### src/rtl/dio_pg_pkg.sv
package dio_pg_pkg;
   typedef enum logic [1:0] {
      PG_NONE = 2'd0,
      PG_POL  = 2'd1,
      PG_ENA  = 2'd2,
      PG_ID   = 2'd3
   } page_e;
endpackage

### src/rtl/dio_sync.sv
module dio_sync #(
   parameter int W = 48
) (
   input  logic         clk,
   input  logic         rst_n,
   input  logic [W-1:0] d,
   output logic [W-1:0] q
);
   logic [W-1:0] meta_q;

   // Reset to the idle level of a pulled-up line so no edge is seen at release
   always_ff @(posedge clk or negedge rst_n) begin
      if (!rst_n) begin
         meta_q <= '1;
         q      <= '1;
      end else begin
         meta_q <= d;
         q      <= meta_q;
      end
   end
endmodule

### src/rtl/dio_edge_latch.sv
module dio_edge_latch #(
   parameter int W = 24
) (
   input  logic         clk,
   input  logic         rst_n,
   input  logic [W-1:0] lvl,
   input  logic [W-1:0] pol,
   input  logic [W-1:0] en,
   input  logic [W-1:0] keep,
   output logic [W-1:0] id_q
);
   logic [W-1:0] prev_q;
   logic [W-1:0] hit;

   assign hit = en & ((pol & lvl & ~prev_q) | (~pol & ~lvl & prev_q));

   always_ff @(posedge clk or negedge rst_n) begin
      if (!rst_n) begin
         prev_q <= '1;
         id_q   <= '0;
      end else begin
         prev_q <= lvl;
         id_q   <= (id_q & keep) | hit;
      end
   end

   // Edge always lands, even against a clear
   assert_edge_sets_R12: assert property (@(posedge clk) disable iff (!rst_n)
      (hit != '0) |=> ((id_q & $past(hit)) == $past(hit)));

   // Bits written 0 without an edge are gone next cycle
   assert_clear_mask_R11: assert property (@(posedge clk) disable iff (!rst_n)
      (keep != '1) |=> ((id_q & ~$past(keep) & ~$past(hit)) == '0));

   // A newly set bit must have been enabled
   assert_enable_gate_R8: assert property (@(posedge clk) disable iff (!rst_n)
      ((id_q & ~$past(id_q) & ~$past(en)) == '0));
endmodule

### src/rtl/paged_dio_irq.sv
module paged_dio_irq
   import dio_pg_pkg::*;
#(
   parameter int NUM_PORTS = 6,
   parameter int IRQ_PORTS = 3,
   parameter int ADDR_W    = 5
) (
   input  logic                     clk,
   input  logic                     rst_n,
   input  logic [ADDR_W-1:0]        bus_addr,
   input  logic [7:0]               bus_wdata,
   input  logic                     bus_we,
   input  logic                     bus_re,
   output logic [7:0]               bus_rdata,
   input  logic [NUM_PORTS*8-1:0]   pin_in,
   output logic [NUM_PORTS*8-1:0]   pin_drive_low,
   output logic                     irq_out
);
   localparam int PW        = 8;
   localparam int LINES     = NUM_PORTS * PW;
   localparam int IRQ_LINES = IRQ_PORTS * PW;
   localparam int DATA_BASE = 'h10;
   localparam int PEND_ADDR = 'h16;
   localparam int PAGE_ADDR = 'h17;
   localparam int AUX_BASE  = 'h18;
   localparam int LOCK_W    = 6;

   if (NUM_PORTS < 1 || NUM_PORTS > LOCK_W) begin : g_bad_ports
      $error("NUM_PORTS must be 1..6");
   end
   if (IRQ_PORTS < 1 || IRQ_PORTS > 3 || IRQ_PORTS > NUM_PORTS) begin : g_bad_irq
      $error("IRQ_PORTS must be 1..3 and not above NUM_PORTS");
   end
   if (ADDR_W < 5) begin : g_bad_addr
      $error("ADDR_W must be at least 5");
   end

   logic [LINES-1:0]     pin_s;
   logic [PW-1:0]        port_q [NUM_PORTS];
   logic [LOCK_W-1:0]    lock_q;
   page_e                page_q;
   logic [IRQ_LINES-1:0] pol_q, en_q, keep, id_q;
   logic [7:0]           pend;
   logic [7:0]           rd_val;
   logic [7:0]           rdata_q;
   logic                 page_wr;

   dio_sync #(.W(LINES)) u_sync (
      .clk   (clk),
      .rst_n (rst_n),
      .d     (pin_in),
      .q     (pin_s)
   );

   assign page_wr = bus_we && (int'(bus_addr) == PAGE_ADDR);

   always_ff @(posedge clk or negedge rst_n) begin
      if (!rst_n) begin
         page_q <= PG_NONE;
         lock_q <= '0;
      end else if (page_wr) begin
         page_q <= page_e'(bus_wdata[7:6]);
         lock_q <= bus_wdata[5:0];
      end
   end

   for (genvar p = 0; p < NUM_PORTS; p++) begin : g_port
      logic port_wr;
      assign port_wr = bus_we && (int'(bus_addr) == DATA_BASE + p);

      always_ff @(posedge clk or negedge rst_n) begin
         if (!rst_n)                      port_q[p] <= '0;
         else if (port_wr && !lock_q[p])  port_q[p] <= bus_wdata;
      end
      assign pin_drive_low[p*PW +: PW] = port_q[p];

      // Locked port holds its outputs across a data write
      assert_lock_hold_R5: assert property (@(posedge clk) disable iff (!rst_n)
         (port_wr && lock_q[p]) |=> $stable(pin_drive_low[p*PW +: PW]));
   end

   for (genvar b = 0; b < IRQ_PORTS; b++) begin : g_aux
      logic aux_hit;
      assign aux_hit = bus_we && (int'(bus_addr) == AUX_BASE + b);

      always_ff @(posedge clk or negedge rst_n) begin
         if (!rst_n) begin
            pol_q[b*PW +: PW] <= '0;
            en_q[b*PW +: PW]  <= '0;
         end else if (aux_hit) begin
            if (page_q == PG_POL) pol_q[b*PW +: PW] <= bus_wdata;
            if (page_q == PG_ENA) en_q[b*PW +: PW]  <= bus_wdata;
         end
      end
      assign keep[b*PW +: PW] = (aux_hit && page_q == PG_ID) ? bus_wdata : 8'hFF;
   end

   dio_edge_latch #(.W(IRQ_LINES)) u_latch (
      .clk   (clk),
      .rst_n (rst_n),
      .lvl   (pin_s[IRQ_LINES-1:0]),
      .pol   (pol_q),
      .en    (en_q),
      .keep  (keep),
      .id_q  (id_q)
   );

   always_comb begin
      pend = '0;
      for (int b = 0; b < IRQ_PORTS; b++) pend[b] = |id_q[b*PW +: PW];
   end
   assign irq_out = |id_q;

   always_comb begin
      rd_val = '0;
      for (int p = 0; p < NUM_PORTS; p++)
         if (int'(bus_addr) == DATA_BASE + p) rd_val = ~pin_s[p*PW +: PW];
      for (int b = 0; b < IRQ_PORTS; b++)
         if (int'(bus_addr) == AUX_BASE + b) begin
            case (page_q)
               PG_POL:  rd_val = pol_q[b*PW +: PW];
               PG_ENA:  rd_val = en_q[b*PW +: PW];
               PG_ID:   rd_val = id_q[b*PW +: PW];
               default: rd_val = '0;
            endcase
         end
      if (int'(bus_addr) == PEND_ADDR) rd_val = pend;
      if (int'(bus_addr) == PAGE_ADDR) rd_val = {page_q, lock_q};
   end

   always_ff @(posedge clk or negedge rst_n) begin
      if (!rst_n)      rdata_q <= '0;
      else if (bus_re) rdata_q <= rd_val;
   end
   assign bus_rdata = rdata_q;

   // Page 0 exposes nothing in the shared window
   assert_page0_blank_R6: assert property (@(posedge clk) disable iff (!rst_n)
      (bus_re && page_q == PG_NONE && int'(bus_addr) >= AUX_BASE &&
       int'(bus_addr) < AUX_BASE + IRQ_PORTS) |=> (bus_rdata == 8'h00));

   // Interrupt output tracks the pending summary
   assert_irq_summary_R10: assert property (@(posedge clk) disable iff (!rst_n)
      irq_out == (pend != 8'h00));
endmodule

### config.mk
export PLATFORM = sky130hd
export DESIGN_NAME = paged_dio_irq
export DESIGN_NICKNAME = d
export VERILOG_FILES = /design/src/rtl/dio_pg_pkg.sv /design/src/rtl/dio_sync.sv /design/src/rtl/dio_edge_latch.sv /design/src/rtl/paged_dio_irq.sv
export SDC_FILE = /design/constraint.sdc
export NUM_CORES = 1
export LEC_CHECK = 0
export BUFFER_PORTS_ARGS = -buffer_cell sky130_fd_sc_hd__buf_2
export CAP_MARGIN = 20
export CORE_AREA = 3 3 148 150
export DETAILED_ROUTE_END_ITERATION = 8
export DIE_AREA = 0 0 151 153
export PLACE_DENSITY = 0.7
export SLEW_MARGIN = 20
export SYNTH_ARGS = -nofsm -noshare
export SYNTH_HDL_FRONTEND = slang
export SYNTH_SLANG_ARGS = --single-unit
### constraint.sdc
create_clock -name clk -period 5.22 [get_ports clk]
set_input_delay 0.261 -clock clk [delete_from_list [all_inputs] [get_ports clk]]
set_output_delay 0.261 -clock clk [all_outputs]
set_load 0.02 [all_outputs]
==> impl_metrics.tcl <==
set metrics [dict create \
    cts_resized 0 \
    final_max_slew_viol_count 0 \
    clockBufferDepth 3 \
    post-place-ws_ns 2.66 \
    row_count 53 \
    die_w_microns 151 \
    grt_first_pass_wirelength_microns 38000 \
    synth.top_cells.by_count "136 x dfrtp_1, 120 x dfstp_2, 119 x mux2_2" \
    met3_usage_pct 4.74 \
    end_kind "flop" \
    synth_seq_area_share_pct 64.1 \
    drive_gt1_share_pct 44.5 \
    drc 0 \
    worst_ep_arrival_time_ns 2.93 \
    worst_pin_slew_ns 0.966 \
    crit_path_max_incr_delay_ns 0.98 \
    skew_ns 0.0156 \
    cts_hold_buffers 49 \
    met1_usage_pct 30.2 \
    fin_crit_sh_pct 48.7 \
    hold_viol 0 \
    die_y_microns 153 \
    syn2layout_area_growth_pct 21.2 \
    setup_slack_ns 2.68 \
    vias 6837 \
    outcome "complete, no violations" \
    ys_async_sr_fraction_pct 100 \
    syn_area_sq_um 10200 \
    grt_overflow 0 \
    grt_max_degree 138 \
    synth_top_area_cell "dfrtp_1" \
    nets 1010 \
    io_buffers 121 \
    yosysMostFrequentCell "dfrtp_1" \
    numCtsBuffers 26 \
    p_leak_nw 5.36 \
    drt-total-wl_microns 23900 \
    cts_setup_buffers 0 \
    start_util_pct 49.1 \
    path_clk_slew_ns 0.06 \
    syn_nets 846 \
    peakVddDrop_mv 0.279 \
    synth_edf_count 0 \
    synth.distinct_cells 59 \
    cp-start-kind "flop" \
    grt_busiest_layer "met2" \
    synth_warnings 0 \
    cts_tree "done" \
    synth.avg_cell_area_sq_um 13.1 \
    grt_usage_pct 21.0 \
    htreeDepth 1 \
    crit_path_max_fanout 30 \
    final_antenna_net_count 0 \
    die_area_sq_um 23100 \
    postSynthCellCount 781 \
    num_io_pins 122 \
    path_cells "nor2b_1 > buf_4 > a22oi_1 > o22ai_1 > a2111oi_0 > o21ai_1" \
    first_pass_iters 5 \
    fin_tns_setup_ns 0 \
    grt_pass1_vias 6805 \
    required_ns 5.61 \
    critical_path_class "reg -> reg" \
    synth_area_leaders "dfrtp_1 33%, dfstp_2 31%, mux2_2 13%" \
    cpMaxStageDelayCell "dfrtp_1" \
    clk_latency_ns 0.53 \
    setup_viol 0 \
    root_buffer "clkbuf_16" \
    period_minus_slack_ns 2.54 \
    max_cap_viol_count 0 \
    powerDensity_nw_per_um2 385 \
    maxClockFrequency_mhz 394 \
    rsz0062_at_grt "no" \
    min_path_type "in -> reg" \
    ys.flop_type "dfrtp_1" \
    yosys_register_bits 256 \
    detail_route.wl_per_cell_microns 19.3 \
    netlist.area_leader.share_pct 33.3 \
    met2_usage_pct 31.5 \
    dp_hpwl_microns 15900 \
    slew_headroom_pct 35.6 \
    drtIter0Drc 643 \
    core_sq_um 20800 \
    antenna_found_initial 1 \
    viasPerCell 5.51 \
    cts.sinks 256 \
    gp_congestion 0.956 \
    diodes 0 \
]
## worst paths after layout
kind | slack, ns | cells past startpoint | startpoint | end
min in group asynchronous | 0.37 | 2 | rst_n | pin_drive_low[7]
max | 2.68 | 6 | page_q[0] | bus_rdata[1]
max in group asynchronous | 3.57 | 3 | rst_n | page_q[1]
max reg2reg | 2.68 | 6 | page_q[0] | bus_rdata[1]
min | 0.18 | 3 | bus_re | bus_rdata[6]
min reg2reg | 0.35 | 0 | u_sync.meta_q[8] | u_sync.q[8]
## power by group
| part | switching, mW | internal (mW) |
|---|---|---|
| Combinational | 0.326 | 0.284 |
| Sequential | 0.137 | 2.19 |
| Clock | 0.753 | 1.08 |
| Total | 1.22 | 3.56 |
## routing by layer
metal | vias up | routed length [microns]
li1 | 3128 | -
met1 | 3368 | 10400
met2 | 280 | 10700
met3 | 59 | 1900
met4 | 2 | 903
met5 | - | 16
## flip-flops by register name (all words and copies together) (netlist names)
register	count
pol_q	24
u_latch.prev_q	24
u_sync.q	48
lock_q	6
u_latch.id_q	24
pin_drive_low	48
u_sync.meta_q	48
en_q	24
bus_rdata	8
page_q	2
## logic make-up (layout without fill, tap and decap cells)
| logic type | count (synthesis) | count (layout) | synth area share (%) |
|---|---|---|---|
| AOI/OAI and AO/OA | 141 | 141 | 9.00 |
| DFF | 256 | 256 | 64.1 |
| and+or+nand+nor | 215 | 215 | 10.6 |
| muxes | 130 | 130 | 14.6 |
| buffers and inverters | 39 | 223 | 1.80 |
## stage by stage
stage / instances / power, mW / hold slack [ns] / instance area (sq um) / utilization (%)
CTS: 1240 / 4.82 / 0.142 / 12400 / 59.5
detailed placement: 1143 / 2.94 / 0.347 / 11000 / 53.1
floorplan: 781 / 2.70 / -0.0346 / 10200 / -
global placement: 1143 / 2.93 / 0.346 / 11000 / 53.1
finish: 1240 / 4.77 / 0.176 / 12400 / 59.5
global route: 1240 / 4.98 / 0.193 / 12400 / 59.5
## placed cells by master, fill, tap and decap left out, types with 4 or more instances in the layout
master         count
a2111oi_0          5
a21oi_1            5
a221oi_1           6
a22oi_1           21
a31oi_1            6
buf_2            120
clkbuf_1           5
clkbuf_16         27
clkbuf_8           6
clkinv_2           5
dfrtp_1          135
dfstp_2          120
dlygate4sd3_1     49
mux2_2           119
mux2_4             8
nand2_1          110
nand2b_1           9
nand3_1            5
nor2_1            35
nor2b_1           10
nor3b_1            9
nor4_1             6
o21ai_0           52
o221ai_1           4
o22ai_1           17
## critical path: cells and delay by family (launching register included)
family / cells / cell delay [ns]
buffers and inverters: 1 / 0.28
AO/OA/AOI/OAI: 4 / 0.94
flip-flops: 1 / 0.98
AND/OR/NAND/NOR: 1 / 0.20
## layout make-up
cell class / instances / area [sq um]
clock buffer: 38 / 777
clock inverter: 10 / 82.6
multi-input combinational: 486 / 3490
sequential: 256 / 6560
timing repair buffer: 172 / 1130
tap: 275 / 344
inverter: 3 / 11.3
fill: 1658 / 8420
(Power assumes the default switching activity.)
